`src/rtl/vprc_pkg.sv`:
```
package vprc_pkg;

  typedef enum logic [1:0] {
    SEL_NONE = 2'd0,
    SEL_RUN  = 2'd1,
    SEL_STOP = 2'd2,
    SEL_STAT = 2'd3
  } vprc_sel_e;

  localparam logic [31:0] WIN_CORE = 32'h0000_2000;
  localparam logic [31:0] OFF_RUN  = 32'h0000_0000;
  localparam logic [31:0] OFF_STOP = 32'h0000_0008;
  localparam logic [31:0] OFF_STAT = 32'h0000_0010;

  // Mask of the implemented VP bits for a given VP count.
  function automatic logic [63:0] valid_vp_mask(input int unsigned n);
    logic [63:0] m;
    m = '0;
    for (int i = 0; i < 64; i++) begin
      if (i < n) m[i] = 1'b1;
    end
    return m;
  endfunction

  // Folds both windows onto one offset and classifies the address.
  function automatic vprc_sel_e classify(input logic [31:0] a);
    logic [31:0] off;
    off = a & ~WIN_CORE;
    case (off)
      OFF_RUN:  return SEL_RUN;
      OFF_STOP: return SEL_STOP;
      OFF_STAT: return SEL_STAT;
      default:  return SEL_NONE;
    endcase
  endfunction

endpackage

```
`src/rtl/vprc_decode.sv`:
```
module vprc_decode #(
  parameter int ADDR_W = 16
) (
  input  logic [ADDR_W-1:0] addr,
  input  logic              wr,
  output logic              run_wr,
  output logic              stop_wr,
  output logic              stat_sel,
  output logic              bad_wr
);
  import vprc_pkg::*;

  vprc_sel_e sel;
  logic [31:0] addr_ext;

  assign addr_ext = 32'(addr);
  assign sel      = classify(addr_ext);
  assign run_wr   = wr && (sel == SEL_RUN);
  assign stop_wr  = wr && (sel == SEL_STOP);
  assign stat_sel = (sel == SEL_STAT);
  assign bad_wr   = wr && (sel == SEL_NONE);
endmodule

```
`src/rtl/vprc_slot.sv`:
```
module vprc_slot (
  input  logic clk,
  input  logic rst_n,
  input  logic start_req,
  input  logic stop_req,
  input  logic rst_done,
  output logic rst_pulse,
  output logic halt_pulse,
  output logic running,
  output logic pending
);
  logic run_q, pend_q, rp_q, hp_q;
  logic start_go;

  assign start_go = start_req && !run_q && !pend_q;

  always_ff @(posedge clk or negedge rst_n) begin
    if (!rst_n) begin
      run_q  <= 1'b0;
      pend_q <= 1'b0;
      rp_q   <= 1'b0;
      hp_q   <= 1'b0;
    end else begin
      rp_q <= start_go && !stop_req;
      hp_q <= stop_req && run_q;
      if (stop_req) begin
        run_q  <= 1'b0;
        pend_q <= 1'b0;
      end else if (start_go) begin
        pend_q <= 1'b1;
      end else if (pend_q && rst_done) begin
        pend_q <= 1'b0;
        run_q  <= 1'b1;
      end
    end
  end

  assign rst_pulse  = rp_q;
  assign halt_pulse = hp_q;
  assign running    = run_q;
  assign pending    = pend_q;
endmodule

```
`src/rtl/vp_run_ctrl.sv`:
```
module vp_run_ctrl #(
  parameter int          NUM_VP    = 1,
  parameter int          ADDR_W    = 16,
  parameter logic [63:0] BOOT_MASK = 64'h1
) (
  input  logic              clk,
  input  logic              rst_n,
  input  logic [ADDR_W-1:0] bus_addr,
  input  logic              bus_wr,
  input  logic [63:0]       bus_wdata,
  output logic [63:0]       bus_rdata,
  output logic              unimpl_wr,
  output logic [NUM_VP-1:0] vp_rst_req,
  output logic [NUM_VP-1:0] vp_halt_req,
  input  logic [NUM_VP-1:0] vp_rst_done
);
  import vprc_pkg::*;

  localparam logic [63:0] VALID = valid_vp_mask(NUM_VP);

  if ((BOOT_MASK & ~VALID) != 64'h0) begin : g_bad_boot
    $error("BOOT_MASK selects VPs beyond NUM_VP");
  end

  logic run_wr, stop_wr, stat_sel;
  logic boot_armed;
  logic [63:0] run_sel, stop_sel;
  logic [NUM_VP-1:0] running_vec, pending_vec;

  vprc_decode #(.ADDR_W(ADDR_W)) u_dec (
    .addr     (bus_addr),
    .wr       (bus_wr),
    .run_wr   (run_wr),
    .stop_wr  (stop_wr),
    .stat_sel (stat_sel),
    .bad_wr   (unimpl_wr)
  );

  always_ff @(posedge clk or negedge rst_n) begin
    if (!rst_n) boot_armed <= 1'b1;
    else        boot_armed <= 1'b0;
  end

  assign run_sel  = ((run_wr ? bus_wdata : 64'h0) | (boot_armed ? BOOT_MASK : 64'h0)) & VALID;
  assign stop_sel = (stop_wr ? bus_wdata : 64'h0) & VALID;

  for (genvar g = 0; g < NUM_VP; g++) begin : g_vp
    vprc_slot u_slot (
      .clk        (clk),
      .rst_n      (rst_n),
      .start_req  (run_sel[g]),
      .stop_req   (stop_sel[g]),
      .rst_done   (vp_rst_done[g]),
      .rst_pulse  (vp_rst_req[g]),
      .halt_pulse (vp_halt_req[g]),
      .running    (running_vec[g]),
      .pending    (pending_vec[g])
    );
  end

  assign bus_rdata = stat_sel ? 64'(running_vec) : 64'h0;
endmodule

```
`config.mk`:
```
export PLATFORM = sky130hd
export DESIGN_NAME = vp_run_ctrl
export DESIGN_NICKNAME = d
export VERILOG_FILES = /design/src/rtl/vprc_pkg.sv /design/src/rtl/vprc_decode.sv /design/src/rtl/vprc_slot.sv /design/src/rtl/vp_run_ctrl.sv
export SDC_FILE = /design/constraint.sdc
export NUM_CORES = 1
export LEC_CHECK = 0
export ABC_AREA = 0
export BUFFER_PORTS_ARGS = -buffer_cell sky130_fd_sc_hd__buf_4
export CORE_AREA = 2 2 59 61
export CTS_BUF_LIST = sky130_fd_sc_hd__clkbuf_16
export DETAILED_ROUTE_END_ITERATION = 10
export DIE_AREA = 0 0 61 63
export PLACE_DENSITY = 0.78
export REMOVE_ABC_BUFFERS = 1
export SETUP_SLACK_MARGIN = 0.5
export SLEW_MARGIN = 20
export SYNTH_ARGS = -nofsm -noshare
export SYNTH_HDL_FRONTEND = slang
export SYNTH_SLANG_ARGS = --single-unit
```
`constraint.sdc`:
```
create_clock -name clk -period 1.24 [get_ports clk]
set_clock_uncertainty 0.1 [all_clocks]
set_input_delay 0.124 -clock clk [delete_from_list [all_inputs] [get_ports clk]]
set_output_delay 0.124 -clock clk [all_outputs]
set_load 0.01 [all_outputs]
```
# Yosys cells after proc, flatten, opt, wreduce, memory -nomap -nowiden
# Index checks and enable logic that the tools add are counted.
word_totals:
  ff_bits: 5
  input_bits: 84
  output_inout_bits: 67
  wordCells: 39
classes:
  n_eq_ne: 6
  n_mux: 11
  bitwise_logic: 1
  reduce_logical: 16
ops:
  columns: ["op", "count"]
  rows:
  - ["$logic_not 32->1", 1]
  - ["$eq 15x4->1 const B", 1]
  - ["$eq 15x5->1 const B", 1]
  - ["$mux 1", 10]
  - ["$logic_and 1x1->1", 8]
  - ["$pmux 2 s3", 1]
  - ["$eq 2x2->1 const B", 2]
  - ["$logic_not 1->1", 3]
  - ["$reduce_bool 3->1", 1]
  - ["$eq 2x1->1 const B", 1]
  - ["$logic_not 2->1", 1]
  - ["$ne 2x1->1 const B", 1]
  - ["$reduce_and 2->1", 1]
  - ["$reduce_bool 2->1", 1]
  - ["$or 1x1->1", 1]

# Depth between registers and ports, before layout
# Gate-level depths: netlist (run 1).
logic_depth:
  word_depth: 10
  ltp_mapped: 5
  depth_no_buf: 5

# By module
# Synthesis (run 1) repeated with hierarchy kept, for this count alone.
unflattened:
  cells_unflattened: 89
  hier_area_um2: 759.5
modules_own_cells:
  columns: ["mod", "instances", "cells_per_inst", "area_each_um2", "seq_area_each_um2"]
  rows:
  - ["vp_run_ctrl", 1, 68, 523.0, 26.3]
  - ["vprc_slot", 1, 10, 142.6, 100.1]
  - ["vprc_decode", 1, 11, 93.8, 0.0]

# Worst setup path before layout (run 1)
# OpenSTA, ideal clock, no wires.
synth_timing:
  path_kind: "input-to-reg"
  from: "in bus_addr[5]"
  to: "reg g_vp[0].u_slot.pend_q"
  setup_ns: 0.094
  arrival_ns: 1.145
  required_ns: 1.046
  slack_ns: -0.099
  stages: 5
  cell_sequence: "nor4_2 -> nand4_2 -> nor3_2 -> o32ai_1 -> a221oi_2"
synth_via:
  elab_chain_cells: 10
synth_lines:
  columns: ["item", "line_no", "source"]
  rows:
  - ["start: declaration", "vp_run_ctrl.sv:8", "input logic [ADDR_W-1:0] bus_addr,"]
  - ["$logic_not 32->1, or another cell as far along", "vprc_pkg.sv:29", "case (off)"]
  - ["$pmux 2 s3 *", "vprc_pkg.sv:29", null]
  - ["$eq 2x1->1", "vprc_decode.sv:18", "assign run_wr = wr && (sel == SEL_RUN);"]
  - ["$logic_and 1x1->1", "vprc_decode.sv:18", null]
  - ["$mux 1", "vp_run_ctrl.sv:44", "assign run_sel = ((run_wr ? bus_wdata : 64'h0) | (boot_armed ? BOOT_MASK : 64'h0)) & VALID;"]
  - ["$or 1x1->1", "vp_run_ctrl.sv:44", null]
  - ["$logic_and 1x1->1 (2 in a row)", "vprc_slot.sv:15", "assign start_go = start_req && !run_q && !pend_q;"]
  - ["$mux 1", "vprc_slot.sv:29", "end else if (start_go) begin"]
  - ["$mux 1", "vprc_slot.sv:26", "if (stop_req) begin"]
  - ["end signal: assignment", "vprc_slot.sv:28", "pend_q <= 1'b0;"]
  - ["end signal: assignment", "vprc_slot.sv:30", "pend_q <= 1'b1;"]
  - ["end signal: assignment", "vprc_slot.sv:32", "pend_q <= 1'b0;"]
  - ["end: declaration", "vprc_slot.sv:12", "logic run_q, pend_q, rp_q, hp_q;"]
# Every way passes the cells marked *; elsewhere a longest branch is shown, timed or not.
# A chain may end at the register's enable or synchronous reset.

# Worst setup path after layout (run 1)
layout_timing:
  from: "in bus_addr[5]"
  to: "reg g_vp[0].u_slot.rp_q"
layout_via:
  elab_chain_cells: 9
layout_lines:
  columns: ["item", "line_no", "source"]
  rows:
  - ["$logic_not 32->1, or another cell as far along", "vprc_pkg.sv:29", null]
  - ["$pmux 2 s3 *", "vprc_pkg.sv:29", null]
  - ["$eq 2x1->1", "vprc_decode.sv:18", null]
  - ["$logic_and 1x1->1", "vprc_decode.sv:18", null]
  - ["$mux 1", "vp_run_ctrl.sv:44", null]
  - ["$or 1x1->1", "vp_run_ctrl.sv:44", null]
  - ["$logic_and 1x1->1 (2 in a row)", "vprc_slot.sv:15", null]
  - ["$logic_and 1x1->1 *", "vprc_slot.sv:24", "rp_q <= start_go && !stop_req;"]
  - ["end signal: assignment", "vprc_slot.sv:24", null]
  - ["end: declaration", "vprc_slot.sv:12", null]
# Marked as above.

==> metrics.md, run 1 <==
| Metric | Value |
|---|---|
| Result of the run | `finished with violations` |
| Violated checks | `setup timing` |
| Capturing instance or port of the critical path | `g_vp[0].u_slot.rst_pulse$_DFF_PN0_` |
| Number of antenna violations at the first check in global routing | `0` |
| Sum of negative setup slack | `-632 ps` |
| Total of max-cap violations | `0` |
| Crit end category | `register` |
| Areal power density over the cells | `985 nW/um^2` |
| DRC violations left | `0` |
| GR Util All Layers | `0.0683` |
| Leading area contributor after synthesis | `sky130_fd_sc_hd__buf_4` |
| Final total power | `approximately 1000 uW` |
| Total clock buffers created by CTS | `3` |
| Syn avg cell area | `~8.3 um^2` |
| Boundary pin count | `between 150 and 200` |
| Timing startpoint of the critical path | `bus_addr[5]` |
| Max rail drop VDD | `0.441 mV` |
| Critical Path Fanout Max | `5` |
| Initial DRC count | `31` |
| Worst path required time | `between 1000 and 1500 ps` |
| Share of the core filled with cells in the final layout | `0.326` |
| Maximum number of pins on one net before global-route repair | `6` |
| Routed length per instance | `8.39 um` |
| Combined area of all synthesized cells | `approximately 790 um^2` |
| Worst Hold Launch | `vp_rst_done` |
| Critical Path AT | `1460 ps` |
| Routed Antenna Nets | `0` |
| Die H | `roughly 63 um` |
| Number of antenna repair diodes | `0` |
| Synthesis-to-layout area growth | `33.8%` |
| CTS H-Tree Depth | `1` |
| Category of the worst setup path launch point | `input port` |
| Core outline area | `3230 um^2` |
| RSZ-0062 raised after global routing | `true` |
| Reg-to-reg endpoint | `g_vp[0].u_slot.rst_pulse$_DFF_PN0_` |
| Max-slew violations | `0` |
| Setup violators final | `4` |
| Vias post-DR | `588` |
| FF+latch count, synth | `5` |
| Net total in the final layout | `219` |
| Final RePlAce weighted congestion | `0.801` |
| Crit path setup slack, layout | `-208 ps` |
| Count of cell types in the netlist | `21` |
| Warnings from Yosys | `0` |
| Share of final-layout standard cells stronger than drive strength 1 | `0.388` |
| Clock-pin slew reported for the worst setup and hold paths after clock tree synthesis | `about 30 ps` |
| Tcrit/Tclk final | `1.17` |
| Start-to-end type of the worst setup path | `input port to register` |
| Static leakage power | `~0.00056 uW` |
| Cells on worst reg2reg path | `2` |
| Worst skew pair latency | `230 ps` |
| Number of global-route vias before repair | `roughly 470` |
| Clock tree from TritonCTS | `yes` |
| Total routed wirelength | `1.51 mm` |
| TritonCTS Sinks | `5` |
| Number of placement rows | `21` |
| I/O Buffers | `23` |
| Setup slack, reg-to-reg | `30 ps` |
| Wire length of the first global-routing pass | `1.92 mm` |
| Hold Violations, Final | `0` |
| Worst reg2reg path startpoint | `boot_armed$_DFF_PN1_` |
| Final global-route overflow total | `0` |
| Die Footprint | `roughly 3800 um^2` |
| Width of the die | `61 um` |
| Post-layout minimum cycle time | `1450 ps` |
| Half-perimeter wire length of the detailed placement result | `1.13 mm` |
| Cells after Synth | `95` |
| Synth area leaders | `sky130_fd_sc_hd__buf_4 60%, sky130_fd_sc_hd__dfrtp_1 13%, sky130_fd_sc_hd__dfstp_2 3.3%, sky130_fd_sc_hd__nor4_4 2.7%, sky130_fd_sc_hd__nor2_1 2.4%` |
| Clock tree root driver cell | `sky130_fd_sc_hd__clkbuf_16` |
| Initial standard-cell utilization of the core | `0.244` |
| Largest buffer count on any clock path | `2` |
| Number of vias per cell after detailed routing | `3.27` |
| Share of Yosys cell area claimed by the top area cell type | `0.600` |
| Number of optimization iterations in the first detailed-route pass | `4` |
| Type of the tightest min-delay check | `input port to register` |
| Sequential element share of the synthesized area | `0.160` |
| Highest achievable clock rate | `691 MHz` |
[cell usage after synthesis, drive strengths merged]
cell type and number:
dfrtp 4, a211oi 1, dfstp 1, nand2 2
o21ai 1, a221oi 1, nor4 2, o32ai 1
nand4 1, o22ai 2, nor2 5, nand3 1
xnor2 1, nor2b 2, a21oi 1, conb 1
nor3 4, buf 63, nor3b 1
[state kept, by name, summed over array words and instances, names as in the netlist]
signal,flops
boot_armed,1
g_vp.u_slot.halt_pulse,1
g_vp.u_slot.pending,1
g_vp.u_slot.rst_pulse,1
g_vp.u_slot.running,1
[through the flow]
stage                     instance area, um^2  setup WS (ps)  std cells  hold WS [ps]
final                                    1050           -208        180          5.40
after global routing                     1050           -297        180          16.9
after CTS                                1010           -187        180          4.63
after detailed placement                  835           -299        171          -172
after global placement                    835           -269        171          -172
after floorplan                           552          -98.9         95          -272
[repair_timing]
item / CTS / global route
gates resized for setup: 14 / 8
pin swaps: 5 / 3
cloned: 0 / 0
endpoints found under the setup margin: 8 / 8
hold buffers: 1 / 0
endpoints found under the hold margin: 5 / 0
buffers inserted: 4 / 0
[cells in the final DEF (no fill, tap or decap), types with 2 or more instances in the layout]
cell,n
sky130_fd_sc_hd__nor3_2,3
sky130_fd_sc_hd__clkbuf_16,3
sky130_fd_sc_hd__conb_1,64
sky130_fd_sc_hd__nor2b_1,2
sky130_fd_sc_hd__dfrtp_1,4
sky130_fd_sc_hd__nor2_1,2
sky130_fd_sc_hd__buf_4,26
sky130_fd_sc_hd__nor4_4,2
sky130_fd_sc_hd__nor2_4,2
sky130_fd_sc_hd__o22ai_1,2
sky130_fd_sc_hd__buf_6,8
[worst min-delay path by stage]
stage                     depth (start not counted)  slack [ps]                                   to
after detailed placement                          1        -170  g_vp[0].u_slot.halt_pulse$_DFF_PN0_
final                                             2           5   g_vp[0].u_slot.pending$_DFFE_PN0P_
after CTS                                         2           5   g_vp[0].u_slot.pending$_DFFE_PN0P_
after global placement                            1        -170  g_vp[0].u_slot.halt_pulse$_DFF_PN0_
after global routing                              2          20   g_vp[0].u_slot.pending$_DFFE_PN0P_
after floorplan                                   0        -270  g_vp[0].u_slot.halt_pulse$_DFF_PN0_
[report_power, final]
| group | switching (uW) | total [uW] | internal [uW] |
|---|---|---|---|
| Combinational | 185 | 305 | 120 |
| Clock | 105 | 522 | 418 |
| Sequential | 20.7 | 212 | 191 |
| Total | 310 | 1040 | 729 |
[final cells by class]
class / instances / area (um^2)
clock inverter: 1 / 3.75
clock buffer: 3 / 75.1
sequential: 5 / 126
tap: 46 / 57.6
fill: 340 / 2180
multi-input combinational: 90 / 497
timing repair buffer: 35 / 295
[critical path: stages]
cell and delay, ps:
sky130_fd_sc_hd__buf_6 90, sky130_fd_sc_hd__nor4_4 300, sky130_fd_sc_hd__nand4_4 190, sky130_fd_sc_hd__nor2_2 180
sky130_fd_sc_hd__buf_4 130, sky130_fd_sc_hd__o21ai_0 120, sky130_fd_sc_hd__a211oi_1 320
[kinds of logic (layout without fill, tap and decap cells)]
group / after synthesis / count (layout) / share of synthesized area
compound gates: 7 / 7 / 0.0682
xor+xnor: 1 / 1 / 0.0111
buf+inv: 63 / 39 / 0.600
flops: 5 / 5 / 0.160
other cells: 1 / 64 / 0.00476
simple gates: 18 / 18 / 0.156
[routing by layer]
| layer | up-vias | part of all wire | GRT usage |
|---|---|---|---|
| met1 | 268 | 0.30 | 0.0598 |
| met5 | - | 0 | 0 |
| met3 | 2 | 0.15 | 0.0269 |
| met4 | 0 | 0.0073 | 0.0543 |
| li1 | 260 | - | - |
| met2 | 58 | 0.54 | 0.117 |
Power figures use the tool's default switching activity.
==> inputs of run 2 (changes only) <==
- BUFFER_PORTS_ARGS: -buffer_cell sky130_fd_sc_hd__buf_4 -> not set
- CORE_AREA: 2 2 59 61 -> 2 2 58 60
- DIE_AREA: 0 0 61 63 -> 0 0 60 62
- DONT_BUFFER_PORTS: not set -> 1
- PLACE_DENSITY: 0.78 -> not set
==> run 2 against run 1 <==
Effect of this change: the run ends with hold timing, setup timing left; non-clock buffer count shrank 23; routed wire length shrank 28%; sequential cell count is the same; register-to-register slack gained 70 ps; via count shrank 19%; critical path depth shrank 1; sequential power is essentially flat; sequential share of layout area grew 3.2 points; worst hold slack lost 120 ps; core utilization shrank 6.5 points; final cell count shrank 13%; critical endpoint is now bus_rdata[0]; largest cell class unchanged; largest power group unchanged.
==> metrics.md, run 2 (synthesized netlist as in run 1, its figures left out) <==
| Metric | Value |
|---|---|
| Result of the run | `finished with violations` |
| Violated checks | `hold timing, setup timing` |
| Number of buffer and inverter instances along the worst setup path | `1` |
| Post-layout minimum cycle time | `between 1000 and 1500 ps` |
| Hold Violations, Final | `2` |
| Max-slew violations | `0` |
| GR Util All Layers | `0.0540` |
| Initial standard-cell utilization of the core | `0.248` |
| Total routed wirelength | `1.09 mm` |
| Number of vias per cell after detailed routing | `3.03` |
| Width of the die | `60 um` |
| Final global-route overflow total | `0` |
| Met1 track utilization from global routing | `0.0498` |
| Total clock buffers created by CTS | `3` |
| Largest stage delay on the critical path | `260 ps` |
| Crit path setup slack, layout | `-59.3 ps` |
| Clock tree from TritonCTS | `yes` |
| Highest achievable clock rate | `roughly 770 MHz` |
| Final total power | `~900 uW` |
| Die H | `62 um` |
| Commonest non-fill, non-tap cells in the layout | `64 x sky130_fd_sc_hd__conb_1, 9 x sky130_fd_sc_hd__buf_4, 4 x sky130_fd_sc_hd__dfrtp_1` |
| Number of antenna violations at the first check in global routing | `0` |
| Vias post-DR | `475` |
| Wire length of the first global-routing pass | `1.42 mm` |
| Worst hold slack across all endpoints | `-114 ps` |
| Routed Antenna Nets | `0` |
| Worst skew pair latency | `220 ps` |
| Met2 Usage GRT | `0.0916` |
| RSZ-0062 raised after global routing | `true` |
| Core outline area | `3180 um^2` |
| Share of final-layout standard cells stronger than drive strength 1 | `0.225` |
| Grt met3 use | `0.0414` |
| Worst path required time | `1020 ps` |
| Number of optimization iterations in the first detailed-route pass | `4` |
| I/O Buffers | `0` |
| Sum of negative setup slack | `-123 ps` |
| Maximum number of pins on one net before global-route repair | `6` |
| Max rail drop VDD | `0.475 mV` |
| Net total in the final layout | `around 200` |
| Number of buffers inserted for hold repair after clock tree synthesis | `1` |
| Critical Path AT | `~1100 ps` |
| Type of the tightest min-delay check | `input port to register` |
| Routed length per instance | `a little under 7 um` |
| Tcrit/Tclk final | `1.05` |
| Category of the worst setup path launch point | `input port` |
| Start-to-end type of the worst setup path | `input port to output pin` |
| Fill count | `342` |
| Final RePlAce weighted congestion | `0.748` |
| Most common library cell in the layout ignoring fill and taps | `sky130_fd_sc_hd__conb_1` |
| Number of global-route vias before repair | `326` |
| Areal power density over the cells | `1120 nW/um^2` |
| CTS H-Tree Depth | `1` |
| Setup violators final | `3` |
| Crit end category | `output pin` |
| Static leakage power | `0.000421 uW` |
| Total of max-cap violations | `0` |
| Synthesis-to-layout area growth | `5.40%` |
| Die Footprint | `3720 um^2` |
| Number of placement rows | `21` |
| Largest buffer count on any clock path | `2` |
| Cell with the largest stage delay on the worst path | `sky130_fd_sc_hd__nor4_4` |
| Number of antenna repair diodes | `0` |
| TritonCTS Sinks | `5` |
| Kind of cell with the highest combined delay on the critical path | `simple AND/OR/NAND/NOR gates` |
| Initial DRC count | `2` |
| Clock tree root driver cell | `sky130_fd_sc_hd__clkbuf_16` |
| Global-route layer with the greatest usage | `met2` |
| Boundary pin count | `151` |
| Critical Path Fanout Max | `4` |
| Half-perimeter wire length of the detailed placement result | `roughly 940 um` |
| Cell-by-cell listing of the critical path | `nor4_4 > nand4_2 > nor2_2 > nand2_1 > nor3_2 > buf_4` |
| DRC violations left | `0` |
| Clock-pin slew reported for the worst setup and hold paths after clock tree synthesis | `30 ps` |
## run 2: cell types whose count changed in the layout (fill, tap and decap cells not counted), sizes merged
cell / change
buf: -23
## run 2: metal layers
layer	share of wire	routed length [um]
met1	0.28	304
met2	0.56	608
met3	0.16	180
met4	0	0
met5	0	0
## run 2: worst paths after layout
check                                                   startpoint                            endpoint  slack, ps  cells after the start
max in group asynchronous                                    rst_n                boot_armed$_DFF_PN1_        690                      1
worst min-delay path                                   vp_rst_done  g_vp[0].u_slot.pending$_DFFE_PN0P_       -110                      1
worst max register to register  g_vp[0].u_slot.pending$_DFFE_PN0P_  g_vp[0].u_slot.pending$_DFFE_PN0P_        100                      3
worst max-delay path                                  bus_addr[10]                        bus_rdata[0]        -60                      6
worst min register to register  g_vp[0].u_slot.running$_DFFE_PN0P_  g_vp[0].u_slot.rst_pulse$_DFF_PN0_        400                      1
min in group asynchronous                                    rst_n  g_vp[0].u_slot.rst_pulse$_DFF_PN0_        100                      1
## run 2: final cells by class
class,count,area (um^2),area share
clock buffer,3,75.1,0.0904
tap,46,57.6,0.0693
sequential,5,126,0.152
timing repair buffer,12,100,0.120
clock inverter,1,3.75,0.00452
multi-input combinational,90,468,0.563
## run 2: worst reg2reg max path, cell delays in order, from the launching register on
cell                       delay, ps
sky130_fd_sc_hd__dfrtp_1         360
sky130_fd_sc_hd__nor2b_1         150
sky130_fd_sc_hd__o32ai_1         300
sky130_fd_sc_hd__a221oi_2        100
## run 2: repair_timing
item | 4_1_cts | 5_1_grt
setup buffers | 3 | 1
pin swaps | 3 | 3
endpoints found under the hold margin | 7 | 1
endpoints found under the setup margin | 8 | 8
cloned | 0 | 0
resized for setup | 6 | 5
## run 2: per-stage QoR
stage          worst slack, ps  instance area [um^2]  std cells  hold WS, ps   util
4_1_cts                  -64.1                   800        156         -118  0.251
3_5_place_dp              -175                   662        148         -271  0.208
5_1_grt                   -185                   831        157         -111  0.261
6_report                 -59.3                   831        157         -114  0.261
2_1_floorplan            -98.9                   552         95         -272      -
3_3_place_gp              -157                   662        148         -271  0.208
## run 2: where the power goes
group          switching, uW  total (uW)  internal (uW)
registers               18.5         210            191
clock network           93.8         510            416
logic                    141         207           66.3
